[src/rtl/fdesc_pkg.sv]
package fdesc_pkg;

  localparam int WORD_W = 32;

  typedef logic [WORD_W-1:0] word_t;

  // Size of one entry when a total is split into n parts; the last part
  // carries whatever the integer division leaves over.
  function automatic word_t split_part(input word_t total, input word_t n, input logic last);
    word_t each;
    each = total / n;
    if (last) split_part = total - (each * (n - 1));
    else      split_part = each;
  endfunction

endpackage

[src/rtl/fdesc_rst_sync.sv]
module fdesc_rst_sync (
  input  logic clk,
  input  logic rst_n,
  output logic rst_n_sync
);

  logic stage_q;
  logic out_q;

  always_ff @(posedge clk or negedge rst_n) begin
    if (!rst_n) begin
      stage_q <= 1'b0;
      out_q   <= 1'b0;
    end else begin
      stage_q <= 1'b1;
      out_q   <= stage_q;
    end
  end

  assign rst_n_sync = out_q;

endmodule

[src/rtl/fdesc_index.sv]
module fdesc_index #(
  parameter int             LEN      = 10,
  parameter int             IDX_W    = 4,
  parameter int             CMD_W    = 8,
  parameter logic [CMD_W-1:0] GET_CODE = 8'h0E
) (
  input  logic             clk,
  input  logic             rst_n,
  input  logic             cmd_valid,
  input  logic [CMD_W-1:0] cmd_code,
  input  logic             rd_en,
  output logic [IDX_W-1:0] idx,
  output logic             active
);

  localparam logic [IDX_W-1:0] LAST_IDX = IDX_W'(LEN);
  localparam logic [IDX_W-1:0] ONE      = IDX_W'(1);

  logic [IDX_W-1:0] idx_q, idx_d;
  logic             act_q, act_d;
  logic             idx_en;
  logic             is_get;
  logic             step;

  assign is_get = cmd_valid && (cmd_code == GET_CODE);
  assign step   = rd_en && !cmd_valid && act_q && (idx_q != LAST_IDX);
  assign idx_en = cmd_valid || step;

  // next-state
  always_comb begin
    idx_d = idx_q;
    act_d = act_q;
    if (cmd_valid) begin
      idx_d = '0;
      act_d = is_get;
    end else if (step) begin
      idx_d = idx_q + ONE;
    end
  end

  // registers
  always_ff @(posedge clk or negedge rst_n) begin
    if (!rst_n) begin
      idx_q <= '0;
      act_q <= 1'b0;
    end else if (idx_en) begin
      idx_q <= idx_d;
      act_q <= act_d;
    end
  end

  assign idx    = idx_q;
  assign active = act_q;

  AST_IDX_BOUND: assert property (@(posedge clk) disable iff (!rst_n)
    idx_q <= LAST_IDX);

  AST_GET_RESTART: assert property (@(posedge clk) disable iff (!rst_n)
    (cmd_valid && cmd_code == GET_CODE) |=> (idx_q == '0 && act_q));

  AST_OTHER_CANCEL: assert property (@(posedge clk) disable iff (!rst_n)
    (cmd_valid && cmd_code != GET_CODE) |=> !act_q);

  AST_STEP_ONE: assert property (@(posedge clk) disable iff (!rst_n)
    (rd_en && !cmd_valid && act_q && idx_q != LAST_IDX) |=> (idx_q == $past(idx_q) + ONE));

  AST_HOLD_IDLE: assert property (@(posedge clk) disable iff (!rst_n)
    (!rd_en && !cmd_valid) |=> ($stable(idx_q) && $stable(act_q)));

  AST_CMD_WINS: assert property (@(posedge clk) disable iff (!rst_n)
    (rd_en && cmd_valid) |=> (idx_q == '0));

endmodule

[src/rtl/fdesc_words.sv]
module fdesc_words
  import fdesc_pkg::*;
#(
  parameter int    IDX_W       = 4,
  parameter word_t FLASH_ID    = 32'h1D0C_0001,
  parameter word_t FLASH_BYTES = 32'd262144,
  parameter word_t PAGE_BYTES  = 32'd256,
  parameter int    NUM_PLANES  = 2,
  parameter int    NUM_LOCKS   = 3
) (
  input  logic [IDX_W-1:0] idx,
  input  logic             active,
  output word_t            word
);

  localparam word_t PLANE_N    = word_t'(NUM_PLANES);
  localparam word_t LOCK_N     = word_t'(NUM_LOCKS);
  localparam word_t PLANE_EACH = split_part(FLASH_BYTES, PLANE_N, 1'b0);
  localparam word_t PLANE_LAST = split_part(FLASH_BYTES, PLANE_N, 1'b1);
  localparam word_t LOCK_EACH  = split_part(FLASH_BYTES, LOCK_N, 1'b0);
  localparam word_t LOCK_LAST  = split_part(FLASH_BYTES, LOCK_N, 1'b1);

  // word positions
  localparam logic [IDX_W-1:0] I_ID        = IDX_W'(0);
  localparam logic [IDX_W-1:0] I_SIZE      = IDX_W'(1);
  localparam logic [IDX_W-1:0] I_PAGE      = IDX_W'(2);
  localparam logic [IDX_W-1:0] I_NPLANE    = IDX_W'(3);
  localparam logic [IDX_W-1:0] I_PLANE_LO  = IDX_W'(4);
  localparam logic [IDX_W-1:0] I_PLANE_END = IDX_W'(4 + NUM_PLANES - 1);
  localparam logic [IDX_W-1:0] I_NLOCK     = IDX_W'(4 + NUM_PLANES);
  localparam logic [IDX_W-1:0] I_LOCK_LO   = IDX_W'(5 + NUM_PLANES);
  localparam logic [IDX_W-1:0] I_LOCK_END  = IDX_W'(5 + NUM_PLANES + NUM_LOCKS - 1);

  logic in_planes;
  logic in_locks;

  assign in_planes = (idx >= I_PLANE_LO) && (idx <= I_PLANE_END);
  assign in_locks  = (idx >= I_LOCK_LO)  && (idx <= I_LOCK_END);

  always_comb begin
    word = '0;
    if (active) begin
      if (idx == I_ID)
        word = FLASH_ID;
      else if (idx == I_SIZE)
        word = FLASH_BYTES;
      else if (idx == I_PAGE)
        word = PAGE_BYTES;
      else if (idx == I_NPLANE)
        word = PLANE_N;
      else if (in_planes)
        word = (idx == I_PLANE_END) ? PLANE_LAST : PLANE_EACH;
      else if (idx == I_NLOCK)
        word = LOCK_N;
      else if (in_locks)
        word = (idx == I_LOCK_END) ? LOCK_LAST : LOCK_EACH;
    end
  end

endmodule

[src/rtl/flash_desc_seq.sv]
module flash_desc_seq
  import fdesc_pkg::*;
#(
  parameter word_t            FLASH_ID    = 32'h1D0C_0001,
  parameter word_t            FLASH_BYTES = 32'd262144,
  parameter word_t            PAGE_BYTES  = 32'd256,
  parameter int               NUM_PLANES  = 2,
  parameter int               NUM_LOCKS   = 3,
  parameter int               CMD_W       = 8,
  parameter logic [CMD_W-1:0] GET_CODE    = 8'h0E
) (
  input  logic             clk,
  input  logic             rst_n,
  input  logic             cmd_valid,
  input  logic [CMD_W-1:0] cmd_code,
  input  logic             rd_en,
  output logic [31:0]      rd_data
);

  localparam int LEN   = 5 + NUM_PLANES + NUM_LOCKS;
  localparam int IDX_W = $clog2(LEN + 1);

  logic             rst_n_s;
  logic [IDX_W-1:0] idx;
  logic             active;
  word_t            word;

  fdesc_rst_sync u_rst (
    .clk        (clk),
    .rst_n      (rst_n),
    .rst_n_sync (rst_n_s)
  );

  fdesc_index #(
    .LEN      (LEN),
    .IDX_W    (IDX_W),
    .CMD_W    (CMD_W),
    .GET_CODE (GET_CODE)
  ) u_index (
    .clk       (clk),
    .rst_n     (rst_n_s),
    .cmd_valid (cmd_valid),
    .cmd_code  (cmd_code),
    .rd_en     (rd_en),
    .idx       (idx),
    .active    (active)
  );

  fdesc_words #(
    .IDX_W       (IDX_W),
    .FLASH_ID    (FLASH_ID),
    .FLASH_BYTES (FLASH_BYTES),
    .PAGE_BYTES  (PAGE_BYTES),
    .NUM_PLANES  (NUM_PLANES),
    .NUM_LOCKS   (NUM_LOCKS)
  ) u_words (
    .idx    (idx),
    .active (active),
    .word   (word)
  );

  assign rd_data = word;

  AST_IDLE_ZERO: assert property (@(posedge clk) disable iff (!rst_n_s)
    !active |-> (rd_data == '0));

  AST_DRAINED_ZERO: assert property (@(posedge clk) disable iff (!rst_n_s)
    (idx == IDX_W'(LEN)) |-> (rd_data == '0));

  AST_HEAD_ID: assert property (@(posedge clk) disable iff (!rst_n_s)
    (cmd_valid && cmd_code == GET_CODE) |=> (rd_data == FLASH_ID));

endmodule

[config.mk]
export PLATFORM = sky130hd
export DESIGN_NAME = flash_desc_seq
export DESIGN_NICKNAME = d
export VERILOG_FILES = /design/src/rtl/fdesc_pkg.sv /design/src/rtl/fdesc_rst_sync.sv /design/src/rtl/fdesc_index.sv /design/src/rtl/fdesc_words.sv /design/src/rtl/flash_desc_seq.sv
export SDC_FILE = /design/constraint.sdc
export NUM_CORES = 1
export LEC_CHECK = 0
export BUFFER_PORTS_ARGS = -buffer_cell sky130_fd_sc_hd__buf_2
export CAP_MARGIN = 20
export CELL_PAD_IN_SITES_DETAIL_PLACEMENT = 0
export CELL_PAD_IN_SITES_GLOBAL_PLACEMENT = 1
export CORE_MARGIN = 2
export CORE_UTILIZATION = 28
export DETAILED_ROUTE_END_ITERATION = 12
export PLACE_DENSITY = 0.74
export SLEW_MARGIN = 10
export SYNTH_ARGS = -nofsm -noshare
export SYNTH_HDL_FRONTEND = slang
export SYNTH_HIERARCHICAL = 1
export SYNTH_SLANG_ARGS = --single-unit
[constraint.sdc]
create_clock -name clk -period 2 [get_ports clk]
set_input_delay 0.1 -clock clk [delete_from_list [all_inputs] [get_ports clk]]
set_output_delay 0.1 -clock clk [all_outputs]
set_load 0.005 [all_outputs]
* After elaboration in Yosys (flattened, before gate mapping)
Index checks and enable logic that the tools add are counted.
** Storage, ports and cells
- Output and inout port bits :: 32
- Register bits :: 7
- Input port bits :: 12
** Operators by class
- Add/subtract/negate cells :: 1
- Muxes and demuxes :: 11
- Reductions and logical operators :: 12
- $lt $le $gt $ge :: 4
- Equality and inequality tests :: 7
** Operator list (count)
- $mux 32 :: 8
- $eq 4x2->1 const B :: 2
- $eq 8x4->1 const B :: 1
- $ge 4x3->1 const B :: 2
- $mux 4 :: 2
- $logic_and 1x1->1 :: 6
- $add 4x1->4 const B :: 1
- $eq 4x1->1 const B :: 1
- $eq 4x3->1 const B :: 1
- $eq 4x4->1 const B :: 1
- $le 4x3->1 const B :: 1
- $le 4x4->1 const B :: 1
- $logic_not 4->1 :: 1
- $ne 4x4->1 const B :: 1
- $reduce_and 2->1 :: 2
- $mux 2 :: 1
- $reduce_bool 2->1 :: 1
- $logic_not 1->1 :: 1
- $logic_or 1x1->1 :: 1

* Longest topological paths before layout
- Depth after elaboration :: 10
- Depth in mapped cells :: 5

* Cells and area by module
The synthesis kept the hierarchy.
** Modules (own cells, without submodules)
- fdesc_words :: instances 1, area an instance 331.6 um^2, cells each 43
- fdesc_index :: instances 1, area an instance 282.8 um^2, cells each 30
- fdesc_rst_sync :: instances 1, area an instance 53.8 um^2, cells each 3

* Least setup slack after synthesis
OpenSTA, ideal clock, no wires.
- Path type :: register to output
- Start :: register u_index.idx_q[2], in the netlist u_index/idx[2]
- End :: output rd_data[10]
- Setup slack :: 0.533 ns
- Path buffers :: 2
- Data arrival time :: 1.367 ns
- Data required time :: 1.900 ns
- Stages on the path, launching flop included :: 5
- Cell sequence :: dfrtp_1 > buf_6 > or3b_4 > a21oi_2 > buf_4
** On the way
- Cells in the longest elaborated chain, start to end :: 10
- Elaborated cells between the ends (all ways) :: 19
- Classes of those cells :: order compare (4); eq/ne (4); mux (8); reduce/logical (3)
** Ends and longest elaborated chain
- from (decl) :: line fdesc_index.sv:19 : logic [IDX_W-1:0] idx_q, idx_d;
- from (signal assigned) :: line fdesc_index.sv:47 : idx_q <= idx_d;
- $ge 4x3->1 / $le 4x4->1 (equally long branches) :: line fdesc_words.sv:38 : assign in_locks = (idx >= I_LOCK_LO) && (idx <= I_LOCK_END);
- $logic_and 1x1->1 :: line fdesc_words.sv:38
- $mux 32 :: line fdesc_words.sv:55 : else if (in_locks)
- $mux 32 :: line fdesc_words.sv:53 : else if (idx == I_NLOCK)
- $mux 32 :: line fdesc_words.sv:51 : else if (in_planes)
- $mux 32 :: line fdesc_words.sv:49 : else if (idx == I_NPLANE)
- $mux 32 :: line fdesc_words.sv:47 : else if (idx == I_PAGE)
- $mux 32 :: line fdesc_words.sv:45 : else if (idx == I_SIZE)
- $mux 32 (*) :: line fdesc_words.sv:43 : if (idx == I_ID)
- $mux 32 (*) :: line fdesc_words.sv:42 : if (active) begin
- to (decl) :: line flash_desc_seq.sv:17 : output logic [31:0] rd_data
Every way passes the cells marked *; elsewhere a longest branch is shown, timed or not.

* Final worst setup path
- Start :: register u_index.idx_q[2], in the netlist u_index/idx[2]
- End :: output rd_data[14]
The elaborated chain is that of the path after synthesis.

==> results.py <==
metrics = {
    "synth": {
        "synthDistinctLibCells": 28,
        "synth-edff-count": 0,
        "syn_inst": 76,
        "synthAdderAreaFrac_pct": 3.75,
        "synthTopCellsByArea": "buf_4 (28%), dfrtp_1 (26%), ha_1 (3.7%)",
        "async_flop_share_pct": 100,
        "synth_area_per_cell_um2": 8.79,
        "synth_compound_area_share_pct": 8.80,
        "yosys.area_share.simple_pct": 20.6,
        "synth_top_area_cell": "buf_4",
        "yosysMostFrequentCell": "buf_4",
        "ys_warn_count": 6,
        "synth_top_family_by_area": "buffers and inverters",
        "synthXorXnorAreaFrac_pct": 2.62,
        "synth_commonest_cells": "buf_4 (25), dfrtp_1 (7), inv_1 (4), nor2_1 (4)",
        "synth-seq-area-share_pct": 26.2,
        "synthesis.area_um2": 668,
        "yosys_register_bits": 7,
        "synth_top_cell_area_share_pct": 28.1,
        "synth-main-ff-cell": "dfrtp_1",
        "muxShareOfSynthArea_pct": 4.87,
    },
    "cts": {
        "clk_latency_ns": 0.25,
        "cts.clk_slew.worst_paths_ns": 0.05,
        "clockBufferDepth": 2,
        "cts_tree": "built",
        "cts-resized-gates": 0,
        "numCtsBuffers": 3,
        "cts_sinks": 7,
        "post_cts_buffers": 0,
        "h-tree-depth": 1,
        "cts-root-buf": "clkbuf_4",
    },
    "critical_path": {
        "end_kind": "output port",
        "worst-setup-path-type": "flop to output port",
        "r2r-start": "u_index/idx[0]",
        "r2r-end": "u_index/idx[1]",
        "path_cells": "or3b_4 > a21oi_2 > buf_2",
        "arrival_ns": 1.61,
        "worstPathRequired_ns": 1.90,
        "r2r_slack_ns": 0.38,
        "worstRegToRegCells": 4,
        "worstPathMaxFanout": 12,
        "cpPeakStageDelay_ns": 0.51,
        "crit_slowest_cell": "dfrtp_1",
        "start_kind": "flop",
    },
    "finish": {
        "layout.nets": 112,
        "layout.cells.non_filler": 125,
        "diodes": 0,
        "layout-drive-gt1-share_pct": 38.1,
        "area_delta_synth_final_pct": 9.74,
    },
    "power_and_ir_drop": {
        "p_per_area_nw_per_um2": 409,
        "leakage_nw": 0.404,
        "ir_drop_v": 0.000218,
    },
    "timing": {
        "tns_ns": 0,
        "timing.fmax_mhz": 584,
        "finalCritPeriodShare_pct": 85.6,
        "fin_crit_ns": 1.71,
        "hold_violations": 0,
        "hold_ws_ns": 0.0816,
        "rsz0062_at_grt": "false",
        "fin_worst_skew_ns": 0.000238,
        "drv_slew": 0,
        "setup_viol": 0,
    },
    "run": {
        "cap_violations": 0,
    },
    "routing": {
        "highest_layer": "met4",
        "ant_nets": 0,
        "drt_iter0_drc": 7,
        "vias": 530,
        "drcViolationCount": 0,
        "route.met2.wl_um": 585,
        "dr.pass1.iters": 4,
        "wl_per_cell_um": 9.47,
        "wl_met1_um": 452,
        "drt_wl_total_um": 1180,
        "met3_wirelength_um": 114,
        "via_per_inst": 4.24,
    },
    "global_routing": {
        "grt_pass1_wl_um": 1800,
        "grtUsageTotal_pct": 9.23,
        "grt_pass1_vias": 411,
        "grt-ovfl-total": 0,
        "grt_max_degree": 13,
        "antenna_found_initial": 0,
    },
    "floorplanning": {
        "die_x_um": 52.9,
        "pin_count": 44,
        "dieArea_um2": 2790,
        "num_rows": 17,
        "start_util_pct": 29.9,
        "core_area_um2": 2230,
        "die_y_um": 52.9,
    },
    "outcome": {
        "run_status": "complete, no violations",
    },
    "placed_design": {
        "port_buffers": 28,
        "globalplace.congestion": 0.712,
        "post-dp-hpwl_um": 898,
        "placedCellCount": 120,
    },
    "min_path": {
        "hp-class": "flop to async pin",
    },
}
flip-flops by register name (all words and copies together) (netlist names):
register          count
u_rst/rst_n_sync      1
u_index/active        1
u_rst/stage_q         1
u_index/idx           4
cell usage in the layout, fill, tap and decap left out, types with 2 or more instances in the layout:
master	instances
buf_2	28
conb_1	16
dfrtp_1	7
inv_1	4
nor2_1	4
clkbuf_4	3
a21oi_1	3
nand3_1	3
nand2_1	2
mux2_2	2
nor2b_1	2
o21ai_0	2
or3_1	2
ha_1	2
nand3b_1	2
cell families (layout without fill, tap and decap cells):
family | Yosys count | count (layout)
xor gates and xnor gates | 2 | 2
adders and majority gates | 2 | 2
muxes | 3 | 3
other | 2 | 16
DFF | 7 | 7
AOI/OAI and AO/OA | 9 | 9
and+or+nand+nor | 21 | 21
buffers and inverters | 30 | 37
worst max-delay path by stage:
stage               cells after the start        endpoint            from
finish                                  3     rd_data[14]  u_index/idx[2]
global route                            3     rd_data[14]  u_index/idx[2]
CTS                                     3     rd_data[14]  u_index/idx[2]
detailed placement                      4  u_index/idx[1]  u_index/idx[0]
global placement                        4  u_index/idx[1]  u_index/idx[0]
floorplan                               4     rd_data[10]  u_index/idx[2]
routing by layer:
layer / up-vias / global-route usage (%)
li1: 257 / -
met1: 238 / 10.7
met2: 32 / 14.6
met3: 3 / 2.54
met4: 0 / 6.41
met5: - / 0
where the power goes:
group          switching, mW  internal, mW  leakage [nW]  total, mW
Combinational         0.0135        0.0106         0.296     0.0241
Sequential           0.00247         0.144        0.0932      0.147
Clock                 0.0530        0.0762        0.0150      0.129
Total                 0.0690         0.231         0.404      0.300
critical path: cells and delay by family (launching register included):
| kind | cells | cell delay [ns] |
|---|---|---|
| AO/OA/AOI/OAI | 1 | 0.22 |
| buffers and inverters | 1 | 0.15 |
| AND/OR/NAND/NOR | 1 | 0.47 |
| flip-flops | 1 | 0.51 |
area by class of cell:
class | instances | area (um^2)
flip-flops and latches | 7 | 175
repair buffers | 29 | 150
fillers | 253 | 1500
multi-input cells | 53 | 332
inverters | 4 | 15.0
clock buffers | 4 | 26.3
well taps | 28 | 35.0
metrics by stage:
stage	power, mW	util [%]	setup slack [ns]	area, um^2
after floorplan	0.179	-	0.533	721
after global placement	0.171	31.2	0.490	697
after detailed placement	0.171	31.2	0.431	697
after CTS	0.308	32.8	0.250	733
after global routing	0.331	32.8	0.138	733
final	0.300	32.8	0.288	733
repair_timing:
action / CTS / global route
hold endpoints to repair: 2 / 0
setup endpoints to repair: 0 / 0
hold buffers: 1 / 0
No activity file was read; power rests on OpenSTA's default activity.
